**src/rtl/dp_link_trainer.sv**
```systemverilog
module dp_link_trainer #(
  parameter int ADDR_W = 12,
  parameter int RATE_W = 8,
  parameter logic [RATE_W-1:0] LOW_RATE = 'h06,
  parameter int CR_WAIT_US = 100,
  parameter int EQ_WAIT_US = 400,
  parameter int CR_TRIES = 5,
  parameter int EQ_TRIES = 6,
  parameter logic [ADDR_W-1:0] A_RATE  = 'h100,
  parameter logic [ADDR_W-1:0] A_LANES = 'h101,
  parameter logic [ADDR_W-1:0] A_PAT   = 'h102,
  parameter logic [ADDR_W-1:0] A_DRIVE = 'h103,
  parameter logic [ADDR_W-1:0] A_STAT  = 'h202,
  parameter logic [ADDR_W-1:0] A_ADJ   = 'h206
) (
  input  logic              clk,
  input  logic              rst_n,
  input  logic              us_tick,
  input  logic              start,
  input  logic [RATE_W-1:0] rate_in,
  input  logic [2:0]        lanes_in,
  input  logic [1:0]        max_swing,
  input  logic [7:0]        max_pre,
  output logic              req_valid,
  output logic              req_write,
  output logic [ADDR_W-1:0] req_addr,
  output logic [2:0]        req_len,
  output logic [31:0]       req_wdata,
  input  logic              rsp_done,
  input  logic              rsp_err,
  input  logic [31:0]       rsp_rdata,
  output logic              busy,
  output logic              done,
  output logic              pass,
  output logic [RATE_W-1:0] rate_out
);

  localparam int WAIT_MAX = (CR_WAIT_US > EQ_WAIT_US) ? CR_WAIT_US : EQ_WAIT_US;
  localparam int WAIT_W   = $clog2(WAIT_MAX + 1);
  localparam int TRY_MAX  = (CR_TRIES > EQ_TRIES) ? CR_TRIES : EQ_TRIES;
  localparam int TRY_W    = $clog2(TRY_MAX + 1);

  typedef enum logic [3:0] {
    ST_IDLE, ST_RATE, ST_LANES, ST_PAT_RD, ST_PAT_WR,
    ST_CR_COMMIT, ST_CR_WAIT, ST_CR_STAT, ST_CR_ADJ,
    ST_EQ_WAIT, ST_EQ_STAT, ST_EQ_ADJ, ST_EQ_COMMIT, ST_FINISH
  } state_t;

  state_t            state;
  logic [RATE_W-1:0] rate_q;
  logic [2:0]        lanes_q;
  logic [7:0]        drive;
  logic [7:0]        pat_byte;
  logic [1:0]        pat_sel;
  logic [1:0]        last_vs;
  logic              vs_known;
  logic [TRY_W-1:0]  cr_tries;
  logic [TRY_W-1:0]  eq_round;
  logic [WAIT_W-1:0] wcnt;
  logic              ok_q;
  logic              abort_q;
  logic              pass_q;

  logic [3:0]        act;
  logic [1:0]        adj_vs, adj_pre, pre_lim;
  logic [2:0]        vs_f, pre_f;
  logic [7:0]        merged;
  logic              cr_all;
  logic              eq_lost, eq_bad, eq_stop;
  logic              swing_new;
  logic [TRY_W-1:0]  tries_nx, round_nx;
  logic              wait_hit;
  logic              unused_rdata;

  assign unused_rdata = ^rsp_rdata[31:17];

  always_comb
    for (int i = 0; i < 4; i++) act[i] = (3'(i) < lanes_q);

  always_comb begin
    adj_vs  = 2'd0;
    adj_pre = 2'd0;
    for (int i = 0; i < 4; i++)
      if (act[i]) begin
        if (rsp_rdata[4*i +: 2] > adj_vs)    adj_vs  = rsp_rdata[4*i +: 2];
        if (rsp_rdata[4*i+2 +: 2] > adj_pre) adj_pre = rsp_rdata[4*i+2 +: 2];
      end
    vs_f    = (adj_vs >= max_swing) ? {1'b1, max_swing} : {1'b0, adj_vs};
    pre_lim = max_pre[2*vs_f[1:0] +: 2];
    pre_f   = (adj_pre >= pre_lim) ? {1'b1, pre_lim} : {1'b0, adj_pre};
    merged  = {2'b00, pre_f, vs_f};
  end

  always_comb begin
    cr_all = 1'b1;
    for (int i = 0; i < 4; i++)
      if (act[i] && !rsp_rdata[4*i]) cr_all = 1'b0;
  end

  always_comb begin
    eq_lost = 1'b0;
    eq_bad  = !rsp_rdata[16];
    eq_stop = eq_bad;
    for (int i = 0; i < 4; i++)
      if (!eq_stop && act[i]) begin
        if (!rsp_rdata[4*i]) begin
          eq_lost = 1'b1;
          eq_stop = 1'b1;
        end else if (!rsp_rdata[4*i+1] || !rsp_rdata[4*i+2]) begin
          eq_bad  = 1'b1;
          eq_stop = 1'b1;
        end
      end
  end

  assign swing_new = !vs_known || (drive[1:0] != last_vs);
  assign tries_nx  = swing_new ? TRY_W'(1) : cr_tries + TRY_W'(1);
  assign round_nx  = eq_round + TRY_W'(1);
  assign wait_hit  = (state == ST_CR_WAIT) ? (wcnt == WAIT_W'(CR_WAIT_US - 1))
                                           : (wcnt == WAIT_W'(EQ_WAIT_US - 1));

  always_comb begin
    req_valid = 1'b1;
    req_write = 1'b0;
    req_addr  = '0;
    req_len   = 3'd1;
    req_wdata = '0;
    case (state)
      ST_RATE:   begin req_write = 1'b1; req_addr = A_RATE;  req_wdata = 32'(rate_q);  end
      ST_LANES:  begin req_write = 1'b1; req_addr = A_LANES; req_wdata = 32'(lanes_q); end
      ST_PAT_RD: req_addr = A_PAT;
      ST_PAT_WR: begin
        req_write = 1'b1;
        req_addr  = A_PAT;
        req_wdata = {24'h0, pat_byte[7:2], pat_sel};
      end
      ST_CR_COMMIT, ST_EQ_COMMIT: begin
        req_write = 1'b1;
        req_addr  = A_DRIVE;
        req_len   = 3'd4;
        req_wdata = {4{drive}};
      end
      ST_CR_STAT: begin req_addr = A_STAT; req_len = 3'd2; end
      ST_EQ_STAT: begin req_addr = A_STAT; req_len = 3'd3; end
      ST_CR_ADJ, ST_EQ_ADJ: begin req_addr = A_ADJ; req_len = 3'd2; end
      default: req_valid = 1'b0;
    endcase
  end

  always_ff @(posedge clk or negedge rst_n) begin
    if (!rst_n) begin
      state    <= ST_IDLE;
      rate_q   <= '0;
      lanes_q  <= '0;
      drive    <= '0;
      pat_byte <= '0;
      pat_sel  <= '0;
      last_vs  <= '0;
      vs_known <= 1'b0;
      cr_tries <= '0;
      eq_round <= '0;
      wcnt     <= '0;
      ok_q     <= 1'b0;
      abort_q  <= 1'b0;
      pass_q   <= 1'b0;
    end else begin
      case (state)
        ST_IDLE:
          if (start) begin
            rate_q  <= rate_in;
            lanes_q <= lanes_in;
            ok_q    <= 1'b0;
            abort_q <= 1'b0;
            pass_q  <= 1'b0;
            state   <= ST_RATE;
          end
        ST_CR_WAIT, ST_EQ_WAIT:
          if (us_tick) begin
            if (wait_hit) begin
              wcnt  <= '0;
              state <= (state == ST_CR_WAIT) ? ST_CR_STAT : ST_EQ_STAT;
            end else begin
              wcnt <= wcnt + WAIT_W'(1);
            end
          end
        ST_FINISH: state <= ST_IDLE;
        default:
          if (rsp_err) begin
            abort_q <= 1'b1;
            if ((state == ST_PAT_RD || state == ST_PAT_WR) && pat_sel == 2'd0) begin
              pass_q <= 1'b0;
              state  <= ST_FINISH;
            end else begin
              pat_sel <= 2'd0;
              state   <= ST_PAT_RD;
            end
          end else if (rsp_done) begin
            case (state)
              ST_RATE:  state <= ST_LANES;
              ST_LANES: begin pat_sel <= 2'd1; state <= ST_PAT_RD; end
              ST_PAT_RD: begin pat_byte <= rsp_rdata[7:0]; state <= ST_PAT_WR; end
              ST_PAT_WR:
                case (pat_sel)
                  2'd1: begin
                    drive    <= '0;
                    vs_known <= 1'b0;
                    cr_tries <= '0;
                    state    <= ST_CR_COMMIT;
                  end
                  2'd2: begin
                    eq_round <= '0;
                    wcnt     <= '0;
                    state    <= ST_EQ_WAIT;
                  end
                  default:
                    if (!ok_q && !abort_q && rate_q != LOW_RATE) begin
                      rate_q <= LOW_RATE;
                      state  <= ST_RATE;
                    end else begin
                      pass_q <= ok_q && !abort_q;
                      state  <= ST_FINISH;
                    end
                endcase
              ST_CR_COMMIT: begin wcnt <= '0; state <= ST_CR_WAIT; end
              ST_CR_STAT: begin
                last_vs  <= drive[1:0];
                vs_known <= 1'b1;
                cr_tries <= tries_nx;
                if (cr_all) begin
                  pat_sel <= 2'd2;
                  state   <= ST_PAT_RD;
                end else if (drive[5] || tries_nx == TRY_W'(CR_TRIES)) begin
                  pat_sel <= 2'd0;
                  state   <= ST_PAT_RD;
                end else begin
                  state <= ST_CR_ADJ;
                end
              end
              ST_CR_ADJ: begin drive <= merged; state <= ST_CR_COMMIT; end
              ST_EQ_STAT: begin
                eq_round <= round_nx;
                if (!eq_lost && !eq_bad) begin
                  ok_q    <= 1'b1;
                  pat_sel <= 2'd0;
                  state   <= ST_PAT_RD;
                end else if (eq_lost || round_nx == TRY_W'(EQ_TRIES)) begin
                  pat_sel <= 2'd0;
                  state   <= ST_PAT_RD;
                end else begin
                  state <= ST_EQ_ADJ;
                end
              end
              ST_EQ_ADJ:    begin drive <= merged; state <= ST_EQ_COMMIT; end
              ST_EQ_COMMIT: begin wcnt <= '0; state <= ST_EQ_WAIT; end
              default: ;
            endcase
          end
      endcase
    end
  end

  assign busy     = (state != ST_IDLE);
  assign done     = (state == ST_FINISH);
  assign pass     = pass_q;
  assign rate_out = rate_q;


  req_hold_chk: assert property (@(posedge clk) disable iff (!rst_n)
    (req_valid && !rsp_done && !rsp_err) |=>
      (req_valid && $stable(req_addr) && $stable(req_wdata) && $stable(req_write)));


  done_pulse_chk: assert property (@(posedge clk) disable iff (!rst_n)
    done |=> !done);


  fallback_rate_chk: assert property (@(posedge clk) disable iff (!rst_n)
    (done && !pass && !abort_q) |-> (rate_out == LOW_RATE));


  abort_fail_chk: assert property (@(posedge clk) disable iff (!rst_n)
    (done && abort_q) |-> !pass);


  swing_clamp_chk: assert property (@(posedge clk) disable iff (!rst_n)
    (req_valid && req_write && req_addr == A_DRIVE && req_wdata[2]) |->
      (req_wdata[1:0] == max_swing));


  cr_tries_chk: assert property (@(posedge clk) disable iff (!rst_n)
    cr_tries <= TRY_W'(CR_TRIES));


  eq_round_chk: assert property (@(posedge clk) disable iff (!rst_n)
    eq_round <= TRY_W'(EQ_TRIES));

endmodule

```
**config.mk**
```make
export PLATFORM = sky130hd
export DESIGN_NAME = dp_link_trainer
export DESIGN_NICKNAME = d
export VERILOG_FILES = /design/src/rtl/dp_link_trainer.sv
export SDC_FILE = /design/constraint.sdc
export NUM_CORES = 1
export LEC_CHECK = 0
export BUFFER_PORTS_ARGS = -buffer_cell sky130_fd_sc_hd__buf_2
export CORE_MARGIN = 1
export CORE_UTILIZATION = 28
export DETAILED_ROUTE_END_ITERATION = 6
export GPL_ROUTABILITY_DRIVEN = 1
export GPL_TIMING_DRIVEN = 1
export PLACE_DENSITY = 0.54
export SYNTH_ARGS = -nofsm -noshare
export SYNTH_HDL_FRONTEND = slang
export SYNTH_SLANG_ARGS = --single-unit
```
**constraint.sdc**
```tcl
create_clock -name clk -period 12.9 [get_ports clk]
set_input_delay 3.87 -clock clk [delete_from_list [all_inputs] [get_ports clk]]
set_output_delay 3.87 -clock clk [all_outputs]
set_load 0.02 [all_outputs]
```
==> summary.md <==
| Metric | Value |
|---|---|
| RSZ-0062 raised after global routing | no |
| Hold Crit Depth | 2 |
| Worst hold path class | reg -> reg |
| Initial antenna violation count | 0 |
| Area of the mapped netlist | 4400 µm² |
| CP most frequent cell | ha_1 |
| CTS tree | built |
| EDFF count, synth | 0 |
| Routed vias/inst | roughly 5 |
| Synthesized instance count | between 500 and 600 |
| Clock skew | 0.00978 ns |
| Syn avg cell area | about 8.4 µm² |
| PwrDens | 72.4 nW/µm² |
| R2r startpoint | lanes_q[2]$_DFFE_PN0P_ |
| Synth unique cells | just over 80 |
| Post-CTS resize count | 0 |
| Final wirelength | ~12000 µm |
| Slowest CP cell | a311o_1 |
| Reg clk slew, reported paths | 0.08 ns |
| Vias in the first global route | approximately 3900 |
| H-tree depth | 2 |
| Ports | 119 |
| Clock Sinks | 50 |
| DIE AREA | about 16000 µm² |
| Hold endpoint | pat_byte[4]$_DFFE_PN0P_ |
| Std cell rows | 45 |
| Tot GR Track Use | between 10% and 20% |
| Die H | 127 µm |
| Most used DFF post-synth | dfrtp_1 |
| Overflow after GRT | 0 |
| Min cycle time layout | about 8.5 ns |
| Routability cong. | between 0.8 and 0.9 |
| P_leak | about 2.4 nW |
| Most common cell after layout, fill and taps aside | buf_2 |
| Wire per inst | around 16 µm |
| PortBufs | 90 |
| Area grow syn2layout | 14.1% |
| Total of max-cap violations | 0 |
| Critical path endpoint category | flop |
| Worst EP arrival | about 8.8 ns |
| Final nets | about 680 |
| Ant. Diodes | 0 |
| CTS root buf | clkbuf_16 |
| Clock Tree Buf Depth | 2 |
| Worst relative slew slack | approximately a third |
| Worst stage delay on the critical path | 0.37 ns |
| Pin count of the biggest net entering global routing | between 50 and 60 |
| Peak supply drop | roughly 46 µV |
| Type of the worst setup path | in -> reg |
| Hold_buf cts | 0 |
| Via count | ~4000 |
| Startpoint Class | input pin |
| Hpwl dp | between 9000 and 10000 µm |
| Worst Tran Pin Value | a little under 1 ns |
| Area of the core | 15300 µm² |
| Ys async rst share | 100% |
| Final Hold Viols | 0 |
| Worst skew pair latency | roughly 0.3 ns |
| # DRC | 0 |
| Fin. max-slew vios | 0 |
| First-pass GRT wire length | 20000 µm |
| Pre-CTS setup slack | between 4 and 5 ns |
| Crit path max fanout | 4 |
| Antenna-violating nets left | 0 |
| Min-delay src | pat_byte[4]$_DFFE_PN0P_ |
| Flops & latches, synth | 50 |
| Final TNS setup | 0 ns |
| R2R Path End | drive[3]$_DFFE_PN0P_ |
| Chip width | between 100 and 150 µm |
| R2R cell count | 26 |
| Finish-stage setup viols | 0 |
| Worst R2R Setup Slack | just under 7 ns |
| Sequential area share after synthesis | approximately 28% |
| Post-CTS setup buffers | 0 |
| Share of layout cells above drive strength 1 | between 20 and 25% |
| Router iterations before antenna repair | 4 |
| Yosys warns | 0 |
| Result of the run | completed |
| Initial Utilization | ~29% |
| Final WS setup | between 4 and 5 ns |
| F_max | about 120 MHz |
| WP data required | about 13 ns |
| Initial detailed-routing violation count | ~260 |
| Num CTS Buffers | 5 |
| Commonest non-fill, non-tap cells in the layout | buf_2 (90), nand2_1 (54), dfrtp_1 (50), inv_1 (36), ha_1 (31) |
| Part of the cycle the worst path needs | about two thirds |
[final cells by class]
cell class	instances	area (µm²)
Clock buffer	5	125
Fill cell	1607	10200
Sequential cell	50	1250
Clock inverter	3	27.5
Inverter	38	143
Multi-Input combinational cell	398	2740
Tap cell	211	264
Timing Repair Buffer	93	473
[worst max path at each step]
stage                      start  slack [ns]  depth (start not counted)                    to
detailed placement  rsp_rdata[0]        4.04                         27  drive[3]$_DFFE_PN0P_
floorplan           rsp_rdata[1]        4.78                         25  drive[3]$_DFFE_PN0P_
global placement    rsp_rdata[0]        4.23                         27  drive[3]$_DFFE_PN0P_
finish              rsp_rdata[0]        4.36                         27  drive[3]$_DFFE_PN0P_
global route        rsp_rdata[1]        4.00                         27  drive[3]$_DFFE_PN0P_
CTS                 rsp_rdata[0]        4.37                         27  drive[3]$_DFFE_PN0P_
[cells in the mapped netlist (6+ instances only)]
library cell  number  share of area [%]
clkbuf_1           7               0.60
nand2b_1          16                2.3
and2_1             7                1.0
dfrtp_1           50                 28
mux2i_1            9                2.0
nor2b_1           10                1.4
mux2_2             6                1.5
a31oi_1            7                1.0
inv_1             36                3.1
ha_1              31                8.8
nand3_1           11                1.3
o21ai_0           24                2.7
o21ai_1           17                1.9
buf_4             27                4.6
buf_2             14                1.6
nor3_1             6               0.68
a22o_1            14                2.8
a211o_1            6                1.2
nand2_1           54                4.6
a21oi_1           25                2.8
nor2_1            28                2.4
[worst max-delay path, delay by kind of cell]
family,cells,cell delay (ns)
AOI/OAI and AO/OA,10,2.02
adders and majority gates,5,1.35
and+or+nand+nor,8,0.80
muxes,2,0.51
buffers and inverters,2,0.24
[registers in the layout, indices dropped and copies added (netlist names), 3 cells and up]
| name | count |
|---|---|
| cr_tries | 3 |
| drive | 6 |
| state | 4 |
| lanes_q | 3 |
| wcnt | 9 |
| eq_round | 3 |
| pat_byte | 6 |
| rate_out | 8 |
[cell families after synthesis]
group           Yosys count  synth area share [%]
simple gates            173                  21.0
compound gates          158                  25.7
buf+inv                  88                  10.4
flops                    50                  28.4
fa+ha+maj                31                  8.81
mux                      18                  4.61
xor+xnor                  5                 0.995
other cells               1                0.0852
[through the flow]
step	cell area, µm²	utilization, %	hold WS [ns]	total power [mW]	instances
final	5020	32.9	0.485	0.364	798
after global routing	5020	32.9	0.519	0.383	798
after CTS	5020	32.9	0.489	0.367	798
after detailed placement	4870	31.9	0.470	0.227	790
after global placement	4870	31.9	0.454	0.225	790
after floorplan	4450	-	0.442	0.209	536
[per-layer routing]
layer	up-vias	wire (µm)	GRT usage (%)
li1	1979	-	-
met1	1975	5540	20.0
met2	119	6070	26.6
met3	13	652	2.97
met4	0	170	3.78
met5	-	0	0
[where the power goes]
group	internal [mW]	switching [mW]	leakage [nW]
combinational	0.0210	0.0276	1.70
sequential	0.165	0.0101	0.658
clock	0.0741	0.0656	0.0723
total	0.260	0.103	2.43
Power figures use the tool's default switching activity.
